**src/rtl/audio_fifo_pkg.sv**
```systemverilog
package audio_fifo_pkg;
  localparam int unsigned ADDR_W = 3;
  localparam int unsigned DATA_W = 32;
  localparam int unsigned TH_W   = 4;

  localparam logic [ADDR_W-1:0] ADR_CTRL = 3'd0;
  localparam logic [ADDR_W-1:0] ADR_MODE = 3'd1;
  localparam logic [ADDR_W-1:0] ADR_STAT = 3'd2;
  localparam logic [ADDR_W-1:0] ADR_MASK = 3'd3;
  localparam logic [ADDR_W-1:0] ADR_CLR  = 3'd4;
  localparam logic [ADDR_W-1:0] ADR_DATA = 3'd5;

  // control word bit positions
  localparam int unsigned C_EN   = 0;
  localparam int unsigned C_BCK  = 2;
  localparam int unsigned C_SRST = 3;
  localparam int unsigned C_TTH  = 8;
  localparam int unsigned C_RTH  = 12;
  // mode word
  localparam int unsigned M_RDIS = 3;
  localparam int unsigned M_PDIS = 4;
  // status / mask / clear positions
  localparam int unsigned S_TNF  = 0;
  localparam int unsigned S_RNE  = 1;
  localparam int unsigned S_BSY  = 2;
  localparam int unsigned S_TSR  = 3;
  localparam int unsigned S_RSR  = 4;
  localparam int unsigned S_UDR  = 5;
  localparam int unsigned S_OVR  = 6;
  localparam int unsigned S_OFF  = 7;

  typedef struct packed {
    logic [TH_W-1:0] rx_th;
    logic [TH_W-1:0] tx_th;
    logic            srst;
    logic            bck;
    logic            en;
  } ctrl_t;
endpackage

```
**src/rtl/afp_fifo.sv**
```systemverilog
module afp_fifo #(
  parameter int unsigned WIDTH = 32,
  parameter int unsigned DEPTH = 16,
  localparam int unsigned AW = (DEPTH > 1) ? $clog2(DEPTH) : 1,
  localparam int unsigned CW = $clog2(DEPTH + 1)
) (
  input  logic             clk,
  input  logic             rst,
  input  logic             clr,
  input  logic             push,
  input  logic [WIDTH-1:0] din,
  input  logic             pop,
  output logic [WIDTH-1:0] dout,
  output logic [CW-1:0]    count,
  output logic             empty,
  output logic             full
);
  localparam logic [AW-1:0] LAST = AW'(DEPTH - 1);
  localparam logic [CW-1:0] CMAX = CW'(DEPTH);

  logic [WIDTH-1:0] mem [DEPTH];
  logic [AW-1:0]    wptr, rptr;
  logic             wr_ok, rd_ok;

  assign empty = (count == '0);
  assign full  = (count == CMAX);
  assign wr_ok = push && !full && !clr;
  assign rd_ok = pop && !empty && !clr;

  // storage without reset so it maps onto block RAM
  always_ff @(posedge clk) begin
    if (wr_ok) mem[wptr] <= din;
  end

  always_ff @(posedge clk) begin
    if (rst || clr) begin
      wptr  <= '0;
      rptr  <= '0;
      count <= '0;
      dout  <= '0;
    end else begin
      if (wr_ok) wptr <= (wptr == LAST) ? '0 : wptr + 1'b1;
      if (pop) dout <= rd_ok ? mem[rptr] : '0;
      if (rd_ok) rptr <= (rptr == LAST) ? '0 : rptr + 1'b1;
      case ({wr_ok, rd_ok})
        2'b10:   count <= count + 1'b1;
        2'b01:   count <= count - 1'b1;
        default: count <= count;
      endcase
    end
  end
endmodule

```
**src/rtl/afp_svc.sv**
```systemverilog
module afp_svc
  import audio_fifo_pkg::*;
#(
  parameter int unsigned CW = 5
) (
  input  logic            clk,
  input  logic            rst,
  input  logic [CW-1:0]   tx_cnt,
  input  logic [CW-1:0]   rx_cnt,
  input  logic [TH_W-1:0] tx_th,
  input  logic [TH_W-1:0] rx_th,
  input  logic            tx_act,
  input  logic            rx_act,
  input  logic            ovr,
  input  logic            udr,
  input  logic [3:0]      mask,
  output logic            tx_lvl,
  output logic            rx_lvl,
  output logic            tx_req,
  output logic            rx_req,
  output logic            irq
);
  logic [3:0] cond;

  assign rx_lvl = rx_act && (rx_cnt >= CW'(rx_th));
  assign tx_lvl = tx_act && (tx_cnt <= CW'(tx_th));
  // order matches status bits 6..3
  assign cond   = {ovr, udr, rx_lvl, tx_lvl};

  always_ff @(posedge clk) begin
    if (rst) begin
      tx_req <= 1'b0;
      rx_req <= 1'b0;
      irq    <= 1'b0;
    end else begin
      tx_req <= tx_lvl;
      rx_req <= rx_lvl;
      irq    <= |(cond & mask);
    end
  end
endmodule

```
**src/rtl/afp_regs.sv**
```systemverilog
module afp_regs
  import audio_fifo_pkg::*;
(
  input  logic              clk,
  input  logic              rst,
  input  logic              reg_wr,
  input  logic              reg_rd,
  input  logic [ADDR_W-1:0] reg_addr,
  input  logic [DATA_W-1:0] reg_wdata,
  input  logic              set_ovr,
  input  logic              set_udr,
  input  logic              tx_lvl,
  input  logic              rx_lvl,
  input  logic              tx_full,
  input  logic              rx_empty,
  output ctrl_t             ctrl,
  output logic              play_dis,
  output logic              rec_dis,
  output logic [3:0]        mask,
  output logic              ovr,
  output logic              udr,
  output logic [DATA_W-1:0] csr_rdata,
  output logic              data_sel
);
  logic [7:0]        stat;
  logic [DATA_W-1:0] rd_mux;
  logic              busy;
  logic              wr_ctrl, wr_mode, wr_mask, wr_clr;
  logic              unused_hi;

  assign unused_hi = ^reg_wdata[DATA_W-1:16];
  assign wr_ctrl   = reg_wr && (reg_addr == ADR_CTRL);
  assign wr_mode   = reg_wr && (reg_addr == ADR_MODE);
  assign wr_mask   = reg_wr && (reg_addr == ADR_MASK);
  assign wr_clr    = reg_wr && (reg_addr == ADR_CLR);
  assign busy      = ctrl.en && (!play_dis || !rec_dis);

  always_comb begin
    stat        = '0;
    stat[S_OFF] = !ctrl.en;
    stat[S_OVR] = ovr;
    stat[S_UDR] = udr;
    stat[S_RSR] = rx_lvl;
    stat[S_TSR] = tx_lvl;
    stat[S_BSY] = busy;
    stat[S_RNE] = !rx_empty;
    stat[S_TNF] = !tx_full;
  end

  always_comb begin
    rd_mux = '0;
    unique case (reg_addr)
      ADR_CTRL: begin
        rd_mux[C_RTH +: TH_W] = ctrl.rx_th;
        rd_mux[C_TTH +: TH_W] = ctrl.tx_th;
        rd_mux[C_SRST]        = ctrl.srst;
        rd_mux[C_BCK]         = ctrl.bck;
        rd_mux[C_EN]          = ctrl.en;
      end
      ADR_MODE: begin
        rd_mux[M_PDIS] = play_dis;
        rd_mux[M_RDIS] = rec_dis;
      end
      ADR_STAT: rd_mux[7:0] = stat;
      ADR_MASK: rd_mux[S_OVR:S_TSR] = mask;
      default:  rd_mux = '0;
    endcase
  end

  always_ff @(posedge clk) begin
    if (rst) begin
      ctrl      <= '0;
      play_dis  <= 1'b1;
      rec_dis   <= 1'b1;
      mask      <= '0;
      ovr       <= 1'b0;
      udr       <= 1'b0;
      csr_rdata <= '0;
      data_sel  <= 1'b0;
    end else begin
      data_sel <= reg_rd && (reg_addr == ADR_DATA);
      if (reg_rd && (reg_addr != ADR_DATA)) csr_rdata <= rd_mux;

      if (wr_ctrl) begin
        ctrl.rx_th <= reg_wdata[C_RTH +: TH_W];
        ctrl.tx_th <= reg_wdata[C_TTH +: TH_W];
        ctrl.srst  <= reg_wdata[C_SRST];
        ctrl.bck   <= reg_wdata[C_BCK];
        ctrl.en    <= reg_wdata[C_EN];
      end else if (ctrl.srst) begin
        ctrl.rx_th <= '0;
        ctrl.tx_th <= '0;
        ctrl.bck   <= 1'b0;
        ctrl.en    <= 1'b0;
      end

      if (ctrl.srst) begin
        play_dis <= 1'b1;
        rec_dis  <= 1'b1;
        mask     <= '0;
        ovr      <= 1'b0;
        udr      <= 1'b0;
      end else begin
        if (wr_mode) begin
          play_dis <= reg_wdata[M_PDIS];
          rec_dis  <= reg_wdata[M_RDIS];
        end
        if (wr_mask) mask <= reg_wdata[S_OVR:S_TSR];
        ovr <= set_ovr || (ovr && !(wr_clr && reg_wdata[S_OVR]));
        udr <= set_udr || (udr && !(wr_clr && reg_wdata[S_UDR]));
      end
    end
  end
endmodule

```
**src/rtl/audio_fifo_port.sv**
```systemverilog
module audio_fifo_port
  import audio_fifo_pkg::*;
#(
  parameter int unsigned DEPTH = 16
) (
  input  logic              clk,
  input  logic              rst,
  input  logic              reg_wr,
  input  logic              reg_rd,
  input  logic [ADDR_W-1:0] reg_addr,
  input  logic [DATA_W-1:0] reg_wdata,
  output logic [DATA_W-1:0] reg_rdata,
  input  logic              tx_pop,
  output logic [DATA_W-1:0] tx_data,
  input  logic              rx_push,
  input  logic [DATA_W-1:0] rx_data,
  output logic              tx_req,
  output logic              rx_req,
  output logic              irq,
  output logic              link_en,
  output logic              bclk_drive
);
  localparam int unsigned CNT_W = $clog2(DEPTH + 1);

  ctrl_t             ctrl;
  logic              play_dis, rec_dis, ovr_q, udr_q, ctl_rst;
  logic [3:0]        mask_q;
  logic              tx_act, rx_act, tx_pop_ok, rx_push_ok;
  logic              bus_push, bus_pop;
  logic              tx_empty, tx_full, rx_empty, rx_full;
  logic [CNT_W-1:0]  tx_cnt, rx_cnt;
  logic              tx_lvl, rx_lvl;
  logic [DATA_W-1:0] rx_dout, csr_rdata;
  logic              data_sel;

  assign ctl_rst    = ctrl.srst;
  assign tx_act     = ctrl.en && !play_dis;
  assign rx_act     = ctrl.en && !rec_dis;
  assign tx_pop_ok  = tx_pop && tx_act && !ctl_rst;
  assign rx_push_ok = rx_push && rx_act && !ctl_rst;
  assign bus_push   = reg_wr && (reg_addr == ADR_DATA) && !ctl_rst;
  assign bus_pop    = reg_rd && (reg_addr == ADR_DATA) && !ctl_rst;

  afp_fifo #(.WIDTH(DATA_W), .DEPTH(DEPTH)) u_txq (
    .clk(clk), .rst(rst), .clr(ctl_rst),
    .push(bus_push), .din(reg_wdata),
    .pop(tx_pop_ok), .dout(tx_data),
    .count(tx_cnt), .empty(tx_empty), .full(tx_full)
  );

  afp_fifo #(.WIDTH(DATA_W), .DEPTH(DEPTH)) u_rxq (
    .clk(clk), .rst(rst), .clr(ctl_rst),
    .push(rx_push_ok), .din(rx_data),
    .pop(bus_pop), .dout(rx_dout),
    .count(rx_cnt), .empty(rx_empty), .full(rx_full)
  );

  afp_regs u_regs (
    .clk(clk), .rst(rst),
    .reg_wr(reg_wr), .reg_rd(reg_rd), .reg_addr(reg_addr), .reg_wdata(reg_wdata),
    .set_ovr(rx_push_ok && rx_full), .set_udr(tx_pop_ok && tx_empty),
    .tx_lvl(tx_lvl), .rx_lvl(rx_lvl), .tx_full(tx_full), .rx_empty(rx_empty),
    .ctrl(ctrl), .play_dis(play_dis), .rec_dis(rec_dis), .mask(mask_q),
    .ovr(ovr_q), .udr(udr_q), .csr_rdata(csr_rdata), .data_sel(data_sel)
  );

  afp_svc #(.CW(CNT_W)) u_svc (
    .clk(clk), .rst(rst),
    .tx_cnt(tx_cnt), .rx_cnt(rx_cnt), .tx_th(ctrl.tx_th), .rx_th(ctrl.rx_th),
    .tx_act(tx_act), .rx_act(rx_act), .ovr(ovr_q), .udr(udr_q), .mask(mask_q),
    .tx_lvl(tx_lvl), .rx_lvl(rx_lvl), .tx_req(tx_req), .rx_req(rx_req), .irq(irq)
  );

  assign reg_rdata  = data_sel ? rx_dout : csr_rdata;
  assign link_en    = ctrl.en;
  assign bclk_drive = ctrl.bck;
endmodule

```
**config.mk**
```make
export PLATFORM = sky130hd
export DESIGN_NAME = audio_fifo_port
export DESIGN_NICKNAME = d
export VERILOG_FILES = /design/src/rtl/audio_fifo_pkg.sv /design/src/rtl/afp_fifo.sv /design/src/rtl/afp_svc.sv /design/src/rtl/afp_regs.sv /design/src/rtl/audio_fifo_port.sv
export SDC_FILE = /design/constraint.sdc
export NUM_CORES = 1
export LEC_CHECK = 0
export BUFFER_PORTS_ARGS = -buffer_cell sky130_fd_sc_hd__buf_4
export CELL_PAD_IN_SITES_DETAIL_PLACEMENT = 1
export CELL_PAD_IN_SITES_GLOBAL_PLACEMENT = 1
export CORE_ASPECT_RATIO = 0.8
export CORE_MARGIN = 2
export CORE_UTILIZATION = 37
export CTS_CLUSTER_DIAMETER = 80
export DETAILED_ROUTE_END_ITERATION = 16
export PLACE_DENSITY = 0.68
export SYNTH_ARGS = -nofsm -noshare
export SYNTH_HDL_FRONTEND = slang
export SYNTH_SLANG_ARGS = --single-unit
export TNS_END_PERCENT = 20
```
**constraint.sdc**
```tcl
create_clock -name clk -period 12.5 [get_ports clk]
set_input_delay 1.875 -clock clk [delete_from_list [all_inputs] [get_ports clk]]
set_output_delay 1.875 -clock clk [all_outputs]
set_load 0.1 [all_outputs]
```
Word level (Yosys, flattened, before mapping)

Memories as Yosys holds them, arrays and structs flattened. A register that Yosys moved wholly into a read port is not among the register bits.
Cells that the tools add are included.

Bits in registers: 129
Bits in writable memories: 1024
Input port bits: 73
Output and inout bits: 69
Logic and storage cells: 135
Memories: 2

$add $sub $neg: 8
Magnitude comparators: 2
Equality and inequality tests: 16
Muxes and demuxes: 29
Bitwise logic cells: 1
Reduce and logical (&&, ||, !) cells: 54

Memory list:

| memory    | depth | width | read ports | clocked after Yosys merged registers in | wr ports | line           | source |
|---|---|---|---|---|---|---|---|
| u_rxq.mem | 16    | 32    | 1          | 1                                       | 1        | afp_fifo.sv:21 | `logic [WIDTH-1:0] mem [DEPTH];` |
| u_txq.mem | 16    | 32    | 1          | 1                                       | 1        | afp_fifo.sv:21 |  |

Operators with widths:

| kind                                                | number |
|---|---|
| two-way mux 32 bit                                  | 3 |
| logical AND 1 bit                                   | 32 |
| two-way mux 4 bit                                   | 8 |
| two-way mux 8 bit                                   | 3 |
| case mux 5 bit (2 select lines)                     | 2 |
| adder 4 x 1 -> 4 bit, second input constant         | 4 |
| equality test 4 bit, second input constant          | 4 |
| adder 5 x 1 -> 5 bit, second input constant         | 2 |
| equality test 5 bit, second input constant          | 2 |
| logical NOT 1 bit                                   | 10 |
| logical NOT 5 bit                                   | 2 |
| subtractor 5 x 1 -> 5 bit, second input constant    | 2 |
| equality test 3 x 2 -> 1 bit, second input constant | 2 |
| equality test 3 bit, second input constant          | 2 |
| two-way mux 1 bit                                   | 6 |
| nonzero test 2 bit                                  | 3 |
| >= comparator 5 x 4 -> 1 bit                        | 1 |
| <= comparator 5 x 4 -> 1 bit                        | 1 |
| AND 4 bit                                           | 1 |
| equality test 2 x 1 -> 1 bit, second input constant | 2 |
| equality test 2 bit, second input constant          | 2 |
| logical OR 1 bit                                    | 4 |
| two-way mux 2 bit                                   | 2 |
| case mux 1 bit (2 select lines)                     | 2 |
| other kinds (8)                                     | 8 |

Logic depth before layout (Yosys ltp)

Depth in word-level cells: 8
Gate-level depth with buffers: 14
Depth with buffers taken out: 11

By module

A second synthesis with hierarchy kept.

Cell total of the unflattened synthesis: 2231
Area, all modules: 45643.8 µm²

Modules (own cells, without submodules):

| module          | instances | cells each | area each (µm²) | sequential area each (µm²) |
|---|---|---|---|---|
| afp_fifo        | 2         | 975        | 21485.6         | 16355.7 |
| afp_regs        | 1         | 193        | 1715.4          | 720.7 |
| audio_fifo_port | 1         | 45         | 616.8           | 0.0 |
| afp_svc         | 1         | 43         | 340.3           | 60.1 |

Worst setup path after synthesis

Ideal clock, no wire load.

Kind: input port to flip-flop
Start point: input port reg_addr[1]
End point: memory u_txq.mem[2][0], enable pin
Setup time: 461 ps
Arrival time: 5219 ps
Path slack: 6820 ps
Stages on the path: 6
Path buffers: 2
Path through: buf_2 nand3b_1 a2111oi_0 buf_2 nand2_1 nor3_1

Word-level cells in the longest chain between the ends: 7

Ends and longest elaborated chain:

| item                                    | line                  | source |
|---|---|---|
| start: declaration                      | audio_fifo_port.sv:10 | `input logic [ADDR_W-1:0] reg_addr,` |
| equality test 3 bit                     | audio_fifo_port.sv:41 | `assign bus_push = reg_wr && (reg_addr == ADR_DATA) && !ctl_rst;` |
| logical AND 1 bit (2 in series)         | audio_fifo_port.sv:41 |  |
| logical AND 1 bit (2 in series)         | afp_fifo.sv:27        | `assign wr_ok = push && !full && !clr;` |
| two-way mux 1 bit                       | afp_fifo.sv:32        | `if (wr_ok) mem[wptr] <= din;` |
| two-way mux 1 bit (implied by the code) | afp_fifo.sv:32        |  |
| end: declaration                        | afp_fifo.sv:21        |  |

No other way between the ends.

Worst setup path in the final report

Start point: register u_regs.data_sel
End point: output port reg_rdata[3]

Word-level cells in the longest chain between the ends: 1

Ends and longest elaborated chain:

| item                     | line                  | source |
|---|---|---|
| start: declaration       | afp_regs.sv:23        | `output logic data_sel` |
| start signal: assignment | afp_regs.sv:81        | `data_sel <= reg_rd && (reg_addr == ADR_DATA);` |
| two-way mux 32 bit       | audio_fifo_port.sv:74 | `assign reg_rdata = data_sel ? rx_dout : csr_rdata;` |
| end: declaration         | audio_fifo_port.sv:12 | `output logic [DATA_W-1:0] reg_rdata,` |

No other way between the ends.

==> out/qor.json <==
{
  "drive_above_1_share": {"value": 29.17, "unit": "%"},
  "grt_pass1_vias": {"value": 23347},
  "syn-instance-count": {"value": 2196},
  "placeableCoreArea": {"value": 119200, "unit": "µm²"},
  "synth-edff-count": {"value": 1024},
  "grt_setup_unrepaired": {"value": "no"},
  "synth.yosys.seq_area_share": {"value": 75.07, "unit": "%"},
  "synth.most_common_cell": {"value": "edfxtp_1"},
  "synth.ff_latch_count": {"value": 1161},
  "detail-route-antenna-nets": {"value": 0},
  "cts.sinks": {"value": 1161},
  "io-pin-count": {"value": 142},
  "grt-ovfl-total": {"value": 0},
  "numPortBuffers": {"value": 141},
  "drt_iter0_drc": {"value": 1841},
  "cts_inserted_buffers": {"value": 105},
  "timing.final.hold_violations": {"value": 0},
  "number_of_pins_with_negative_max_slew_slack_in_the_final_report": {"value": 0},
  "worstPathMaxFanout": {"value": 32},
  "crit_arrival": {"value": 2.50, "unit": "ns"},
  "finalSetupViolations": {"value": 0},
  "synthesis.area_per_instance": {"value": 20.32, "unit": "µm²"},
  "post-synth-top-area-fraction": {"value": 68.92, "unit": "%"},
  "syn_area": {"value": 44610, "unit": "µm²"},
  "clockBufferDepth": {"value": 3},
  "drc_violations_left": {"value": 0},
  "areaGrowthSynthToFinish": {"value": 14.48, "unit": "%"},
  "global_route_wire_length_before_repair": {"value": 157.9, "unit": "mm"},
  "hold_path_class": {"value": "flip-flop to flip-flop"},
  "die_height": {"value": 314.6, "unit": "µm"},
  "timing.setup.tns": {"value": 0, "unit": "ns"},
  "cp_data_required_time": {"value": 10.62, "unit": "ns"},
  "clock-root-buffer": {"value": "clkbuf_16"},
  "clkTransAtPathRegs": {"value": 0.07, "unit": "ns"},
  "post_cts_resized": {"value": 0},
  "routed_length_per_instance": {"value": 26.45, "unit": "µm"},
  "routed_wire_length": {"value": 107.4, "unit": "mm"},
  "max_freq": {"value": 0.2287, "unit": "GHz"},
  "ys.flop_type": {"value": "edfxtp_1"},
  "post-synth-top-area-cell": {"value": "edfxtp_1"},
  "fin_worst_skew": {"value": 0.02577, "unit": "ns"},
  "period_share": {"value": 34.98, "unit": "%"},
  "initial_core_util": {"value": 37.43, "unit": "%"},
  "final_design_area_no_fill": {"value": 51070, "unit": "µm²"},
  "finalNetCount": {"value": 2459},
  "cts.htree.levels": {"value": 3},
  "finalWeightedCongestion": {"value": 0.7757},
  "setup.worst_path.start_class": {"value": "flip-flop"},
  "ys_async_sr_fraction": {"value": 0, "unit": "%"},
  "crit_type": {"value": "flip-flop to output port"},
  "total_power": {"value": 0.007551, "unit": "W"},
  "std_cell_rows": {"value": 113},
  "antenna-diode-count": {"value": 0},
  "standard_cell_area_after_detailed_placement": {"value": 47660, "unit": "µm²"},
  "hpwl": {"value": 62.16, "unit": "mm"},
  "via_count": {"value": 21921},
  "power_density_over_cell_area": {"value": 147.8, "unit": "nW/µm²"},
  "synth.area.top_cells": {"value": "edfxtp_1 (69%), mux4_2 (13%), dfxtp_1 (6.1%)"},
  "dp_cells": {"value": 3863},
  "ctsHoldBuffers": {"value": 0},
  "vdd_drop_max": {"value": 127.1, "unit": "µV"},
  "clk_lat_worst_skew": {"value": 0.70, "unit": "ns"},
  "die_w": {"value": 392.2, "unit": "µm"},
  "ys.warnings.count": {"value": 0},
  "crit_path_end_kind": {"value": "output port"},
  "grt_antenna_before_repair": {"value": 10},
  "maxSlewHeadroom": {"value": 13.37, "unit": "%"},
  "ys_types": {"value": 62},
  "postSynthNetCount": {"value": 2295},
  "max-cap-violations": {"value": 0},
  "grt_util_all_layers": {"value": 17.49, "unit": "%"},
  "postCtsSetupBuffers": {"value": 0},
  "outcome": {"value": "completed"},
  "synth_common_cells": {"value": "edfxtp_1 (1024), mux4_2 (256), dfxtp_1 (137)"},
  "clock_tree_from_tritoncts": {"value": "built"},
  "fin_crit": {"value": 4.372, "unit": "ns"},
  "power.leakage": {"value": 15.60, "unit": "nW"},
  "drt-vias-per-instance": {"value": 5.398},
  "final_instance_count_without_filler_cells": {"value": 4061},
  "drt_first_pass_iters": {"value": 7},
  "grt_start_max_net_pins": {"value": 73},
  "die-area": {"value": 123400, "unit": "µm²"},
  "max_slew.worst_pin.slew": {"value": 1.296, "unit": "ns"}
}
worst paths after layout:
kind | end | from | slack (ns) | cells after the start
max | reg_rdata[3] | u_regs.data_sel | 8.13 | 2
min | u_regs.csr_rdata[8] | u_regs.csr_rdata[8] | 0.46 | 2
max reg2reg | u_txq.dout[8] | flip-flop | 8.97 | 6
min reg2reg | u_regs.csr_rdata[8] | u_regs.csr_rdata[8] | 0.46 | 2
logic make-up after synthesis:
| family | share of synthesized area [%] |
|---|---|
| xor+xnor | 0.2160 |
| flops | 75.07 |
| fa+ha+maj | 0.7292 |
| simple gates | 2.746 |
| buf+inv | 1.520 |
| mux | 16.63 |
| compound gates | 3.091 |
power by group:
part	switching, W	internal, W	leakage [nW]
Combinational	0.0000876	0.0000268	3.63
Sequential	0.00000407	0.00421	10.3
Clock	0.00141	0.00180	1.66
Total	0.00151	0.00605	15.6
area by class of cell:
| class | count | area, µm² |
|---|---|---|
| inverters | 22 | 82.58 |
| clock inverters | 42 | 460.4 |
| repair buffers | 182 | 1366 |
| multi-input cells | 888 | 10690 |
| clock buffers | 156 | 2949 |
| fillers | 11206 | 68110 |
| well taps | 1610 | 2014 |
| flip-flops and latches | 1161 | 33520 |
worst max-delay path, cell delays in order (launching register included):
cell	delay, ns
dfxtp_2	0.99
mux2_2	0.53
buf_4	0.27
sequential cells by signal (all words and copies together) (netlist names), 4 cells and up, named ones only:
register / cells
u_regs.ctrl: 11
u_txq.wptr: 4
u_rxq.wptr: 4
u_txq.count: 5
u_rxq.count: 5
u_txq.dout: 32
u_rxq.dout: 32
u_txq.mem: 512
u_regs.mask: 4
u_regs.csr_rdata: 16
u_rxq.mem: 512
u_rxq.rptr: 4
u_txq.rptr: 4
metal layers:
| layer | vias up | GRT usage (%) | share of wire [%] |
|---|---|---|---|
| met2 | 655 | 27.82 | 47 |
| met1 | 11749 | 24.06 | 43 |
| met3 | 172 | 4.659 | 7.1 |
| met4 | 20 | 4.135 | 2.1 |
| li1 | 9325 | - | - |
| met5 | - | 0 | 0.13 |
placed cells by master (no fill, tap or decap), types with 26 or more instances in the layout:
master	instances
buf_4	182
mux2i_1	110
mux4_2	256
a21oi_1	41
mux2_2	49
nand2_1	81
clkbuf_1	38
nor2_1	45
a22oi_2	30
edfxtp_1	1024
o221ai_1	32
o21ai_1	30
dfxtp_1	130
clkbuf_16	105
ha_1	26
per-stage QoR:
stage                     hold WS, ns  worst slack (ns)  util [%]
final                          0.4626             8.128     42.85
after global routing           0.4932             8.054     42.85
after CTS                      0.4631             8.097     42.85
after detailed placement       0.4465             7.543     39.99
after global placement         0.4404             7.786     39.99
after floorplan                0.4241             6.820         -
(Power assumes the default switching activity.)
